**src/rtl/erx_pkg.sv**
```systemverilog
package erx_pkg;
    localparam int unsigned THR_LSB = 2;
    localparam int unsigned THR_W   = 8;
    localparam int unsigned BEAT_W  = 3;
    localparam int unsigned CNT_W   = THR_W + THR_LSB + 2;
    localparam int unsigned REG_W   = 32;

    typedef struct packed {
        logic             active;
        logic             fired;
        logic             irq;
        logic [CNT_W-1:0] cnt;
        logic [THR_W-1:0] thr;
    } cnt_state_t;
endpackage

```
**src/rtl/erx_thr_reg.sv**
```systemverilog
module erx_thr_reg
    import erx_pkg::*;
(
    input  logic             clk,
    input  logic             rst_n,
    input  logic             wr_en,
    input  logic [REG_W-1:0] wdata,
    output logic [REG_W-1:0] rdata,
    output logic [THR_W-1:0] thr_field
);
    logic [THR_W-1:0] thr_d, thr_q;
    logic             unused_wbits;

    assign unused_wbits = ^{wdata[REG_W-1:THR_W+THR_LSB], wdata[THR_LSB-1:0]};

    always_comb begin
        thr_d = thr_q;
        if (wr_en) thr_d = wdata[THR_LSB +: THR_W];
    end

    always_ff @(posedge clk) begin
        if (!rst_n) thr_q <= '1;
        else        thr_q <= thr_d;
    end

    always_comb begin
        rdata = '0;
        rdata[THR_LSB +: THR_W] = thr_q;
    end
    assign thr_field = thr_q;

    a_r2_write_lands: assert property (@(posedge clk) disable iff (!rst_n)
        wr_en |=> rdata[THR_LSB +: THR_W] == $past(wdata[THR_LSB +: THR_W]));
    a_r2_hold_no_write: assert property (@(posedge clk) disable iff (!rst_n)
        !wr_en |=> $stable(rdata));
endmodule

```
**src/rtl/erx_byte_count.sv**
```systemverilog
module erx_byte_count
    import erx_pkg::*;
(
    input  logic              clk,
    input  logic              rst_n,
    input  logic              frame_start,
    input  logic              frame_end,
    input  logic              beat_valid,
    input  logic [BEAT_W-1:0] beat_bytes,
    input  logic [THR_W-1:0]  thr_field,
    output logic              irq
);
    cnt_state_t s_d, s_q;
    logic [CNT_W:0]   sum;
    logic [CNT_W-1:0] sum_sat;
    logic [CNT_W-1:0] thr_bytes;

    always_comb begin
        sum       = {1'b0, s_q.cnt} + {{(CNT_W+1-BEAT_W){1'b0}}, beat_bytes};
        sum_sat   = sum[CNT_W] ? '1 : sum[CNT_W-1:0];
        thr_bytes = {{(CNT_W-THR_W-THR_LSB){1'b0}}, s_q.thr, {THR_LSB{1'b0}}};
        s_d       = s_q;
        s_d.irq   = 1'b0;
        if (frame_start) begin
            s_d.active = 1'b1;
            s_d.fired  = 1'b0;
            s_d.cnt    = '0;
            s_d.thr    = thr_field;
        end else if (s_q.active) begin
            if (beat_valid) begin
                s_d.cnt = sum_sat;
                if (!s_q.fired && sum_sat >= thr_bytes) begin
                    s_d.irq   = 1'b1;
                    s_d.fired = 1'b1;
                end
            end
            if (frame_end) s_d.active = 1'b0;
        end
    end

    always_ff @(posedge clk) begin
        if (!rst_n) s_q <= '{active: 1'b0, fired: 1'b0, irq: 1'b0, cnt: '0, thr: '1};
        else        s_q <= s_d;
    end

    assign irq = s_q.irq;

    a_r3_single_cycle: assert property (@(posedge clk) disable iff (!rst_n)
        irq |=> !irq);
    a_r6_needs_beat: assert property (@(posedge clk) disable iff (!rst_n)
        irq |-> $past(beat_valid && !frame_start));
    a_r5_once_per_frame: assert property (@(posedge clk) disable iff (!rst_n)
        (s_q.fired && !frame_start) |=> !irq);
    a_r7_idle_quiet: assert property (@(posedge clk) disable iff (!rst_n)
        (!s_q.active && !frame_start) |=> !irq);
endmodule

```
**src/rtl/erx_early_irq.sv**
```systemverilog
module erx_early_irq
    import erx_pkg::*;
(
    input  logic              clk,
    input  logic              rst_n,
    input  logic              thr_wr_en,
    input  logic [31:0]       thr_wdata,
    output logic [31:0]       thr_rdata,
    input  logic              frame_start,
    input  logic              frame_end,
    input  logic              beat_valid,
    input  logic [2:0]        beat_bytes,
    output logic              early_irq
);
    logic [THR_W-1:0] thr_field;

    erx_thr_reg u_reg (
        .clk       (clk),
        .rst_n     (rst_n),
        .wr_en     (thr_wr_en),
        .wdata     (thr_wdata),
        .rdata     (thr_rdata),
        .thr_field (thr_field)
    );

    erx_byte_count u_cnt (
        .clk         (clk),
        .rst_n       (rst_n),
        .frame_start (frame_start),
        .frame_end   (frame_end),
        .beat_valid  (beat_valid),
        .beat_bytes  (beat_bytes),
        .thr_field   (thr_field),
        .irq         (early_irq)
    );
endmodule

```
**config.mk**
```make
export PLATFORM = sky130hd
export DESIGN_NAME = erx_early_irq
export DESIGN_NICKNAME = d
export VERILOG_FILES = /design/src/rtl/erx_pkg.sv /design/src/rtl/erx_thr_reg.sv /design/src/rtl/erx_byte_count.sv /design/src/rtl/erx_early_irq.sv
export SDC_FILE = /design/constraint.sdc
export NUM_CORES = 1
export LEC_CHECK = 0
export ABC_AREA = 1
export CELL_PAD_IN_SITES_DETAIL_PLACEMENT = 1
export CELL_PAD_IN_SITES_GLOBAL_PLACEMENT = 2
export CORE_ASPECT_RATIO = 1.75
export CORE_MARGIN = 2
export CORE_UTILIZATION = 24
export CTS_CLUSTER_SIZE = 25
export DETAILED_ROUTE_END_ITERATION = 10
export PLACE_DENSITY = 0.89
export SKIP_CTS_REPAIR_TIMING = 1
export SYNTH_ARGS = -nofsm -noshare
export SYNTH_HDL_FRONTEND = slang
export SYNTH_SLANG_ARGS = --single-unit
export TNS_END_PERCENT = 20
```
**constraint.sdc**
```tcl
create_clock -name clk -period 4.95 [get_ports clk]
set_input_delay 0.99 -clock clk [delete_from_list [all_inputs] [get_ports clk]]
set_output_delay 0.99 -clock clk [all_outputs]
set_load 0.02 [all_outputs]
```
==> impl_metrics.csv <==
group,metric,value,unit
outcome,status,"finished clean",
synthesis,synth_top_area_cell,"dfxtp_1",
final_layout,fin_nets,341,
critical_path,cp.arrival,3.79,ns
critical_path,startpoint_type,"primary input",
timing,hold_violations,0,
critical_path,slowest_delay,0.42,ns
power_and_ir_drop,ir_drop,0.000165,V
clock_network,cts_tree,"built",
timing,slew_violations,0,
timing,skew,0.00544,ns
clock_network,clock_latency,0.28,ns
global_routing,grt_start_max_net_pins,18,
place,hpwl,3600,um
clock_network,cts_buffers,5,
synthesis,synth_compound_area_frac,0.120,
synthesis,synthXorXnorAreaFrac,0.00466,
global_routing,grt_pass1_wl,7610,um
synthesis,synth_seq_cells,31,
final_layout,final_area,2260,um2
place,port_buffers,25,
hold_path,hp-start,"u_cnt.s_q[21]",
critical_path,end_kind,"flip-flop",
synthesis,synth-edff-count,0,
global_routing,grt_usage,0.114,
hold_path,hold_depth,2,
clock_network,clk_pin_slew_worst_paths,0.05,ns
synthesis,synth_flop_cell,"dfxtp_1",
global_routing,grt_overflow,0,
timing,tns,0,ns
place,place_congestion,0.762,
power_and_ir_drop,power.leakage,1.14,nW
die,core,7570,um2
critical_path,slowest_stage,"fa_1",
final_layout,area_growth,20.6,%
synthesis,muxShareOfSynthArea,0,
synthesis,synth_most_common_cell,"nand2_1",
clock_network,h-tree-depth,2,
synthesis,synth-adder-area-share,0.0839,
run,drv_cap,0,
drt,wirelength,4430,um
die,die_y,121,um
final_layout,drive_gt1_frac,0.0796,
global_routing,antenna_found_initial,0,
clock_network,cts.sinks,31,
hold_path,hp-class,"flip-flop to flip-flop",
timing,period_share,0.731,
synthesis,synth_top_cell_area_share,0.330,
drt,viasPerCell,4.35,
critical_path,r2r-end,"u_cnt.s_q[21]",
timing,post-route-min-period,3.62,ns
global_routing,grt_pass1_vias,1706,
synthesis,synth_cell_types,34,
synthesis,avgSynthCellArea,7.11,um2
die,io_pins,74,
synthesis,synth_area,1880,um2
critical_path,reg2reg_slack,2.16,ns
critical_path,critical_path_class,"primary input to flip-flop",
power_and_ir_drop,power_density,302,nW/um2
timing,setup_viol,0,
final_layout,antenna_cells,0,
drt,first_iter_violations,26,
critical_path,worstSetupStartpoint,"beat_bytes[0]",
critical_path,cpMostUsedCell,"nand2_1",
synthesis,synth_area_leaders,"dfxtp_1 (33%), nand2_1 (11%), buf_4 (9.6%)",
drt,antenna_left,0,
synthesis,synth_top_family_by_area,"simple AND/OR/NAND/NOR gates",
drt,drcViolationCount,0,
critical_path,crit_fanout,11,
drt,firstDrtPassIters,4,
critical_path,ff2ff_path_depth,17,
drt,vias,1639,
clock_network,cts-root-buf,"clkbuf_16",
synthesis,ys_async_sr_fraction,0,
die,die_w,70.9,um
synthesis,netlist_instances,264,
critical_path,r2r-start,"u_cnt.s_q[8]",
die,start_util,0.248,
drt,wl_per_cell,11.8,um
clock_network,cts.path.max_buffers,2,
critical_path,cp_cell_sequence,"clkdlybuf4s50_1 > ha_1 > fa_1 > nand3_1 > nand2_1 > nand3_2 > inv_1 > nor2_1 > inv_1 > ha_1 > a21oi_1 > nor2_1 > a211oi_1 > nand2_1 > nand2_1 > nand2_1 > nand2_1 > nand2_1",
synthesis,ys_seq_area_frac,0.330,
die,dieArea,8580,um2
die,rows,42,
timing,grt_setup_unrepaired,"false",
synthesis,yosysWarnings,0,
timing,worst_slew_pin_slew,0.504,ns
synthesis,synth_simple_gate_area_share,0.274,
place,placed_cell_area,2110,um2
critical_path,worstPathRequired,5.13,ns
hold_path,whs_endpoint,"u_cnt.s_q[21]",
timing,max_freq,276,MHz
synthesis,synth_common_cells,"nand2_1 (57), dfxtp_1 (31), inv_1 (30), buf_4 (24), nor2_1 (22)",
timing,max_slew_margin,0.663,
==> cells by family (layout without fill, tap and decap cells) <==
kind of cell             after synthesis  in the layout
other                                  1             24
AO/OA/AOI/OAI                         40             40
adder cells (fa/ha/maj)               12             12
AND/OR/NAND/NOR                      114            114
XOR/XNOR                               1              1
flip-flops                            31             31
buffers and inverters                 65             67
==> registers in the layout, summed over array words and instances (netlist names) <==
signal and flops:
u_cnt.s_q 22, u_cnt.irq 1, u_reg.thr_field 8
==> where the power goes <==
| group | switching, W | total (W) | internal [W] |
|---|---|---|---|
| logic | 0.0000572 | 0.0000927 | 0.0000355 |
| registers | 0.00000755 | 0.000270 | 0.000262 |
| clock network | 0.000109 | 0.000322 | 0.000214 |
==> placed cells by master (no fill, tap or decap), types with 11 or more instances in the layout <==
cell,netlist,layout
nand2_1,57,57
dfxtp_1,31,31
inv_1,30,30
clkdlybuf4s50_1,0,25
conb_1,1,24
nor2_1,22,22
nand3_1,18,18
a21oi_1,16,16
o21ai_0,15,15
ha_1,11,11
==> worst max-delay path by stage <==
stage               endpoint  slack [ns]  depth (start not counted)
6_report       u_cnt.s_q[21]        1.33                         18
5_1_grt        u_cnt.s_q[21]        1.02                         18
4_1_cts        u_cnt.s_q[21]        1.28                         18
3_5_place_dp   u_cnt.s_q[21]        0.99                         18
3_3_place_gp   u_cnt.s_q[21]        1.05                         18
2_1_floorplan  u_cnt.s_q[21]        1.79                         18
==> routing by layer <==
metal  GRT usage  share of wire  routed length [um]
met5           0              0                   0
met1       0.103           0.36                1580
met3      0.0224          0.044                 194
met4      0.0684          0.030                 131
met2       0.224           0.57                2530
==> stage by stage <==
step	total power [W]	setup WS, ns	hold WS (ns)	util	cells
final	0.000685	1.33	0.454	0.299	377
after global routing	0.000714	1.02	0.483	0.299	377
after CTS	0.000693	1.28	0.456	0.299	377
after detailed placement	0.000368	0.992	0.447	0.279	369
after global placement	0.000366	1.05	0.445	0.279	369
after floorplan	0.000348	1.79	0.427	-	287
==> layout make-up <==
class / instances / area, um2
clock buffers: 8 / 156
fillers: 975 / 5300
inverters: 33 / 124
multi-input cells: 191 / 996
flip-flops and latches: 31 / 621
well taps: 88 / 110
repair buffers: 26 / 258
==> worst max-delay path: cells and delay by family <==
kind | cells | cell delay, ns
simple gates | 10 | 1.01
fa+ha+maj | 3 | 0.93
buf+inv | 3 | 0.53
compound gates | 2 | 0.33
Note: power is estimated with default switching activity, not from simulation.
